==> config.mk <==
export PLATFORM = sky130hd
export DESIGN_NAME = prio_irq_ctrl
export DESIGN_NICKNAME = d
export VERILOG_FILES = /design/src/rtl/prio_irq_pkg.sv /design/src/rtl/irq_src_latch.sv /design/src/rtl/irq_pick.sv /design/src/rtl/irq_lvl_stack.sv /design/src/rtl/prio_irq_ctrl.sv
export SDC_FILE = /design/constraint.sdc
export NUM_CORES = 1
export LEC_CHECK = 0
export BUFFER_PORTS_ARGS = -buffer_cell sky130_fd_sc_hd__buf_2
export CAP_MARGIN = 20
export CORE_AREA = 3 3 73 75
export CTS_CLUSTER_SIZE = 16
export DETAILED_ROUTE_END_ITERATION = 7
export DIE_AREA = 0 0 76 78
export GPL_TIMING_DRIVEN = 1
export MAX_ROUTING_LAYER = met4
export PLACE_DENSITY = 0.72
export SETUP_SLACK_MARGIN = 0.15
export SLEW_MARGIN = 20
export SYNTH_ARGS = -nofsm -noshare
export SYNTH_HDL_FRONTEND = slang
export SYNTH_SLANG_ARGS = --single-unit
==> constraint.sdc <==
create_clock -name clk -period 7 [get_ports clk]
set_input_delay 0.7 -clock clk [delete_from_list [all_inputs] [get_ports clk]]
set_output_delay 0.7 -clock clk [all_outputs]
set_load 0.02 [all_outputs]
==> src/rtl/prio_irq_pkg.sv <==
package prio_irq_pkg;
   localparam int LVL_W = 2;
   localparam int CH_W  = 4;
   typedef logic [LVL_W-1:0] lvl_t;
   typedef logic [CH_W-1:0]  ch_t;
   localparam ch_t CH_EN     = 4'd0;
   localparam ch_t CH_ME     = 4'd2;
   localparam ch_t CH_LVL_LO = 4'd4;
endpackage

==> src/rtl/irq_src_latch.sv <==
module irq_src_latch #(
   parameter int NSRC = 6,
   parameter int NF   = 4,
   parameter logic [NF*NSRC-1:0] SRC_MAP = {6'b100000, 6'b011100, 6'b000110, 6'b000001}
) (
   input  logic            clk,
   input  logic            rst_n,
   input  logic [NSRC-1:0] src,
   input  logic [NF-1:0]   clr,
   output logic [NF-1:0]   pend
);
   logic [NSRC-1:0] src_q;
   logic [NSRC-1:0] rise;

   initial begin
      a_cfg_src: assert (NSRC > 0 && NF > 0) else $error("irq_src_latch: bad sizes");
   end

   always_ff @(posedge clk or negedge rst_n) begin
      if (!rst_n) src_q <= '0;
      else        src_q <= src;
   end

   assign rise = src & ~src_q;

   for (genvar f = 0; f < NF; f++) begin : g_fac
      logic hit;
      logic p_q;
      assign hit = |(rise & SRC_MAP[f*NSRC +: NSRC]);
      always_ff @(posedge clk or negedge rst_n) begin
         if (!rst_n) p_q <= 1'b0;
         else        p_q <= hit | (p_q & ~clr[f]);
      end
      assign pend[f] = p_q;

      p_hold_pending_r3: assert property (@(posedge clk) disable iff (!rst_n)
         (p_q && !clr[f]) |=> p_q);
   end
endmodule

==> src/rtl/irq_pick.sv <==
module irq_pick
   import prio_irq_pkg::*;
#(
   parameter int NF    = 4,
   parameter int IDX_W = (NF > 1) ? $clog2(NF) : 1
) (
   input  logic [NF-1:0]            pend,
   input  logic [NF-1:0]            en,
   input  logic [NF-1:0][LVL_W-1:0] lvl,
   input  logic                     stk_empty,
   input  lvl_t                     top_lvl,
   output logic                     hit,
   output logic [IDX_W-1:0]         idx,
   output lvl_t                     idx_lvl
);
   always_comb begin
      hit     = 1'b0;
      idx     = '0;
      idx_lvl = '0;
      for (int i = 0; i < NF; i++) begin
         if (pend[i] && en[i] && (stk_empty || lvl[i] > top_lvl)) begin
            if (!hit || lvl[i] > idx_lvl) begin
               hit     = 1'b1;
               idx     = IDX_W'(i);
               idx_lvl = lvl[i];
            end
         end
      end
   end
endmodule

==> src/rtl/irq_lvl_stack.sv <==
module irq_lvl_stack
   import prio_irq_pkg::*;
#(
   parameter int DEPTH = 4,
   parameter int CNT_W = $clog2(DEPTH + 1),
   parameter int PTR_W = (DEPTH > 1) ? $clog2(DEPTH) : 1
) (
   input  logic clk,
   input  logic rst_n,
   input  logic push,
   input  logic pop,
   input  lvl_t din,
   output logic empty,
   output lvl_t top
);
   lvl_t             mem [DEPTH];
   logic [CNT_W-1:0] cnt;
   logic             full;

   initial begin
      a_cfg_depth: assert (DEPTH >= 1) else $error("irq_lvl_stack: DEPTH must be positive");
   end

   assign empty = (cnt == '0);
   assign full  = (cnt == CNT_W'(DEPTH));
   assign top   = empty ? '0 : mem[PTR_W'(cnt - 1'b1)];

   always_ff @(posedge clk or negedge rst_n) begin
      if (!rst_n) begin
         cnt <= '0;
         for (int i = 0; i < DEPTH; i++) mem[i] <= '0;
      end else if (push && !full) begin
         mem[PTR_W'(cnt)] <= din;
         cnt              <= cnt + 1'b1;
      end else if (pop && !empty) begin
         cnt <= cnt - 1'b1;
      end
   end

   p_no_overflow_r9: assert property (@(posedge clk) disable iff (!rst_n)
      push |-> !full);
   p_nest_rises_r9: assert property (@(posedge clk) disable iff (!rst_n)
      (push && !empty) |-> (din > top));
endmodule

==> src/rtl/prio_irq_ctrl.sv <==
module prio_irq_ctrl
   import prio_irq_pkg::*;
#(
   parameter int NSRC       = 6,
   parameter int NF         = 4,
   parameter int DEPTH      = 4,
   parameter int DATA_W     = 4,
   parameter int VEC_W      = 8,
   parameter int VEC_BASE   = 16,
   parameter int VEC_STRIDE = 4,
   parameter logic [NF*NSRC-1:0] SRC_MAP = {6'b100000, 6'b011100, 6'b000110, 6'b000001}
) (
   input  logic              clk,
   input  logic              rst_n,
   input  logic [NSRC-1:0]   src_req,
   input  logic              ei_stb,
   input  logic              di_stb,
   input  logic              reti_stb,
   input  logic              port_wr,
   input  logic [CH_W-1:0]   port_ch,
   input  logic [DATA_W-1:0] port_wdata,
   output logic [DATA_W-1:0] port_rdata,
   output logic              ctx_save,
   output logic              ctx_restore,
   output logic [VEC_W-1:0]  irq_vector
);
   localparam int IDX_W = (NF > 1) ? $clog2(NF) : 1;
   localparam int LPC   = DATA_W / LVL_W;

   initial begin
      a_cfg_width: assert (NF <= DATA_W && LPC >= 1) else $error("prio_irq_ctrl: data port too narrow");
      a_cfg_chan:  assert (int'(CH_LVL_LO) + (NF - 1) / LPC < (1 << CH_W)) else $error("prio_irq_ctrl: too few channels");
   end

   logic [NF-1:0]            en_q;
   logic [NF-1:0][LVL_W-1:0] lvl_q;
   logic                     me_q;
   logic [NF-1:0]            pend;
   logic [NF-1:0]            clr;
   logic                     hit;
   logic [IDX_W-1:0]         idx;
   lvl_t                     idx_lvl;
   logic                     stk_empty;
   lvl_t                     top_lvl;
   logic                     accept;
   logic                     any_stb;

   irq_src_latch #(.NSRC(NSRC), .NF(NF), .SRC_MAP(SRC_MAP)) u_latch (
      .clk(clk), .rst_n(rst_n), .src(src_req), .clr(clr), .pend(pend));

   irq_pick #(.NF(NF)) u_pick (
      .pend(pend), .en(en_q), .lvl(lvl_q), .stk_empty(stk_empty),
      .top_lvl(top_lvl), .hit(hit), .idx(idx), .idx_lvl(idx_lvl));

   irq_lvl_stack #(.DEPTH(DEPTH)) u_stack (
      .clk(clk), .rst_n(rst_n), .push(accept), .pop(reti_stb),
      .din(idx_lvl), .empty(stk_empty), .top(top_lvl));

   assign any_stb = ei_stb | di_stb | reti_stb;
   assign accept  = me_q & hit & ~any_stb;

   always_comb begin
      clr = '0;
      if (accept) clr[idx] = 1'b1;
   end

   always_ff @(posedge clk or negedge rst_n) begin
      if (!rst_n) begin
         en_q  <= '0;
         lvl_q <= '0;
      end else if (port_wr) begin
         if (port_ch == CH_EN) en_q <= port_wdata[NF-1:0];
         for (int f = 0; f < NF; f++) begin
            if (port_ch == ch_t'(int'(CH_LVL_LO) + f / LPC))
               lvl_q[f] <= port_wdata[(f % LPC)*LVL_W +: LVL_W];
         end
      end
   end

   always_ff @(posedge clk or negedge rst_n) begin
      if (!rst_n) begin
         me_q        <= 1'b0;
         ctx_save    <= 1'b0;
         ctx_restore <= 1'b0;
         irq_vector  <= '0;
      end else begin
         ctx_save    <= accept;
         ctx_restore <= reti_stb;
         if (reti_stb || ei_stb)    me_q <= 1'b1;
         else if (di_stb || accept) me_q <= 1'b0;
         if (accept)
            irq_vector <= VEC_W'(VEC_BASE) + VEC_W'(idx) * VEC_W'(VEC_STRIDE);
      end
   end

   always_comb begin
      port_rdata = '0;
      if (port_ch == CH_EN) port_rdata[NF-1:0] = en_q;
      else if (port_ch == CH_ME) port_rdata[0] = me_q;
      else begin
         for (int f = 0; f < NF; f++) begin
            if (port_ch == ch_t'(int'(CH_LVL_LO) + f / LPC))
               port_rdata[(f % LPC)*LVL_W +: LVL_W] = lvl_q[f];
         end
      end
   end

   p_accept_drops_me_r6: assert property (@(posedge clk) disable iff (!rst_n)
      ctx_save |-> !me_q);
   p_save_needs_me_r6: assert property (@(posedge clk) disable iff (!rst_n)
      ctx_save |-> $past(me_q));
   p_save_single_r6: assert property (@(posedge clk) disable iff (!rst_n)
      ctx_save |=> !ctx_save);
   p_ret_restores_r7: assert property (@(posedge clk) disable iff (!rst_n)
      reti_stb |=> (me_q && ctx_restore));
   p_ei_sets_r5: assert property (@(posedge clk) disable iff (!rst_n)
      ei_stb |=> me_q);
   p_di_clears_r5: assert property (@(posedge clk) disable iff (!rst_n)
      (di_stb && !ei_stb && !reti_stb) |=> !me_q);
   p_quiet_on_strobe_r10: assert property (@(posedge clk) disable iff (!rst_n)
      any_stb |=> !ctx_save);
   p_masked_never_r4: assert property (@(posedge clk) disable iff (!rst_n)
      (accept) |-> en_q[idx]);
endmodule

==> results.py <==
metrics = {
    "floorplanning": {
        "die_w_um": 76,
        "core_area_um2": 4720,
        "row_count": 25,
        "start_util_pct": 49.6,
        "die_h_um": 78,
        "die_area_um2": 5930,
        "ios": 34,
    },
    "timing": {
        "finClkSkew_ns": 0.00190,
        "fin_setup_tns_ns": 0,
        "clock.fmax_mhz": 157,
        "final-hold-violation-count": 0,
        "tightestPinTransition_ns": 0.848,
        "finalSetupViolations": 0,
        "rsz0062_at_grt": "false",
        "finalCriticalPeriod_ns": 6.36,
        "post-route-period-util_pct": 90.9,
        "max-slew-margin-rel_pct": 43.5,
        "slew_violations": 0,
    },
    "finish": {
        "utilization_pct": 57.5,
        "instances_no_fill": 337,
        "drive_gt1_share_pct": 24.4,
        "fin_nets": 304,
        "diodes": 0,
        "area_growth_pct": 15.9,
        "final_cell_area_um2": 2720,
    },
    "clock_network": {
        "cts_buffer_depth": 2,
        "root_buffer": "clkbuf_8",
        "cts_hold_buf": 0,
        "clock_latency_ns": 0.28,
        "cts.sinks": 39,
        "numCtsBuffers": 5,
        "cts_tree": "yes",
        "htreeDepth": 2,
        "clkTransAtPathRegs_ns": 0.07,
    },
    "global_route": {
        "grt_antenna_before_repair": 0,
        "grtUsageTotal_pct": 18.7,
        "grt_pass1_wl_mm": 8.68,
        "first_global_vias": 1759,
        "grt_max_degree": 40,
        "gr-total-overflow": 0,
    },
    "outcome": {
        "status": "finished, final reports clean",
    },
    "detailed_routing": {
        "dr_wl_met3_um": 211,
        "drtPass1Iterations": 4,
        "wl_per_cell_um": 14.7,
        "routedLengthMet1_mm": 2.47,
        "drt_iter0_drc": 97,
        "wl_met2_mm": 2.21,
        "drt-total-wl_mm": 4.95,
        "drc_errors": 0,
        "top_layer": "met4",
        "ant_nets": 0,
        "viasPerCell": 5.49,
        "dr_total_vias": 1851,
    },
    "place": {
        "gp_congestion": 0.876,
        "dpl.cell_count": 326,
        "port_buffers": 28,
        "place_area_um2": 2540,
        "dp_hpwl_mm": 3.77,
    },
    "setup_path": {
        "critical_path.max_stage_delay_ns": 0.43,
        "cp.arrival_ns": 6.58,
        "slowest_stage": "dfrtp_2",
        "reg2reg_depth": 27,
        "critPathRequiredTime_ns": 7.21,
        "cp-end-kind": "register",
        "critical_path.most_common_cell": "ha_1",
        "cp-start-kind": "register",
        "crit_fanout": 9,
        "critPathKind": "register to register",
    },
    "yosys": {
        "synth_cell_types": 48,
        "synth_xor_area_share_pct": 0.374,
        "syn_area_um2": 2340,
        "ys_ff_latch": 39,
        "avgSynthCellArea_um2": 10.0,
        "synth_top_family_by_area": "simple AND/OR/NAND/NOR gates",
        "synth-edff-count": 0,
        "synth_cells": 234,
        "synth-main-ff-cell": "dfrtp_1",
        "synth_fa_ha_area_share_pct": 8.00,
        "synthMuxAreaShare_pct": 11.3,
        "synth_seq_area_share_pct": 41.6,
        "yosys.area_share.simple_pct": 17.3,
        "ys_async_sr_fraction_pct": 100,
        "synth_compound_area_share_pct": 16.1,
        "yosysWarnings": 0,
    },
    "power_and_ir_drop": {
        "peakVddDrop_v": 0.000260,
        "p_per_area_nw_per_um2": 372,
        "p_leak_nw": 1.19,
    },
    "job": {
        "max_cap_violations": 0,
    },
    "min_path": {
        "hold_depth": 1,
        "hold_class": "register to register",
    },
}
==> routing by layer <==
metal	track usage [%]	vias up
li1	-	921
met3	3.60	6
met4	5.62	0
met1	26.4	873
met5	-	-
met2	27.4	51
==> registers in the layout (all words and copies together) (netlist names) <==
register,count
lvl_q,8
u_stack.mem,8
u_latch.src_q,6
en_q,4
u_latch.g_fac.p_q,4
irq_vector,3
u_stack.cnt,3
ctx_restore,1
ctx_save,1
me_q,1
==> cells by family after synthesis <==
group,count (synthesis)
compound gates,54
xor+xnor,1
fa+ha+maj,15
buf+inv,24
flops,39
mux,22
other cells,1
simple gates,78
==> cells in the final DEF (no fill, tap or decap), types with 2 or more instances in the layout <==
cell	n
dfrtp_1	38
buf_2	28
nand2_1	26
ha_1	15
inv_1	14
o21ai_0	14
mux2_2	13
nor2_1	9
a22oi_1	8
nand2b_1	7
mux2i_1	6
nor3_1	6
nand4_1	6
nand3_1	6
a21oi_1	5
nor2b_1	5
o21ai_1	5
conb_1	5
clkbuf_8	5
buf_4	5
nand4b_1	4
a31oi_1	3
o211ai_1	3
nor4b_1	3
a21oi_2	2
o31ai_1	2
bufinv_16	2
==> critical path: cells and delay by family (launching register included) <==
kind	cells	cell delay, ns
and+or+nand+nor	6	1.08
DFF	1	0.43
AOI/OAI and AO/OA	11	1.81
muxes	3	1.09
adders and majority gates	5	1.54
buffers and inverters	2	0.34
==> area by class of cell <==
cell class              count  area, um^2
repair buffers             33         178
clock inverters             2        60.1
flip-flops and latches     39         977
fillers                   401        2010
well taps                  67        83.8
multi-input cells         175        1290
clock buffers               6        72.6
inverters                  15        58.8
==> power by group <==
group	switching [mW]	internal, mW	leakage (nW)	total (mW)
registers	0.0596	0.280	0.463	0.339
clock network	0.0769	0.142	0.0654	0.219
logic	0.252	0.200	0.664	0.451
==> stage by stage <==
stage                     hold WS, ns  worst slack (ns)  power, mW
after floorplan                 0.400             0.995      0.646
after global placement          0.402             0.237      0.748
after detailed placement        0.412             0.142      0.758
after CTS                       0.423             0.214      0.987
after global routing            0.434             0.139       1.10
final                           0.419             0.637       1.01
==> synthesized netlist by cell type, types with 4 or more instances <==
cell type	n	area, um^2
dfrtp_1	39	976
nand2_1	26	97.6
ha_1	15	188
inv_1	14	52.6
o21ai_0	14	70.1
mux2_2	13	146
nor2_1	9	33.8
a22oi_1	8	60.1
a21oi_1	7	35.0
mux2i_1	7	70.1
nand2b_1	7	43.8
nand3_1	6	30.0
nand4_1	6	37.5
nor3_1	6	30.0
buf_4	5	37.5
nor2b_1	5	31.3
o21ai_1	5	25.0
nand4b_1	4	35.0
==> repair_timing <==
action / 4_1_cts / 5_1_grt
pin swaps: 0 / 2
setup endpoints to repair: 9 / 14
buffers inserted: 0 / 3
resized for setup: 1 / 5
==> path summary, 6_finish.rpt <==
check | slack (ns) | start | to
max in group asynchronous | 5.91 | rst_n | u_stack.cnt[0]
worst max-delay path | 0.64 | u_stack.cnt[0] | u_stack.mem[5]
min in group asynchronous | 0.52 | rst_n | u_stack.cnt[1]
worst max register to register | 0.64 | u_stack.cnt[0] | u_stack.mem[5]
worst min register to register | 0.42 | u_latch.src_q[0] | u_latch.g_fac[0].p_q
worst min-delay path | 0.42 | u_latch.src_q[0] | u_latch.g_fac[0].p_q
Note: power is estimated with default switching activity, not from simulation.
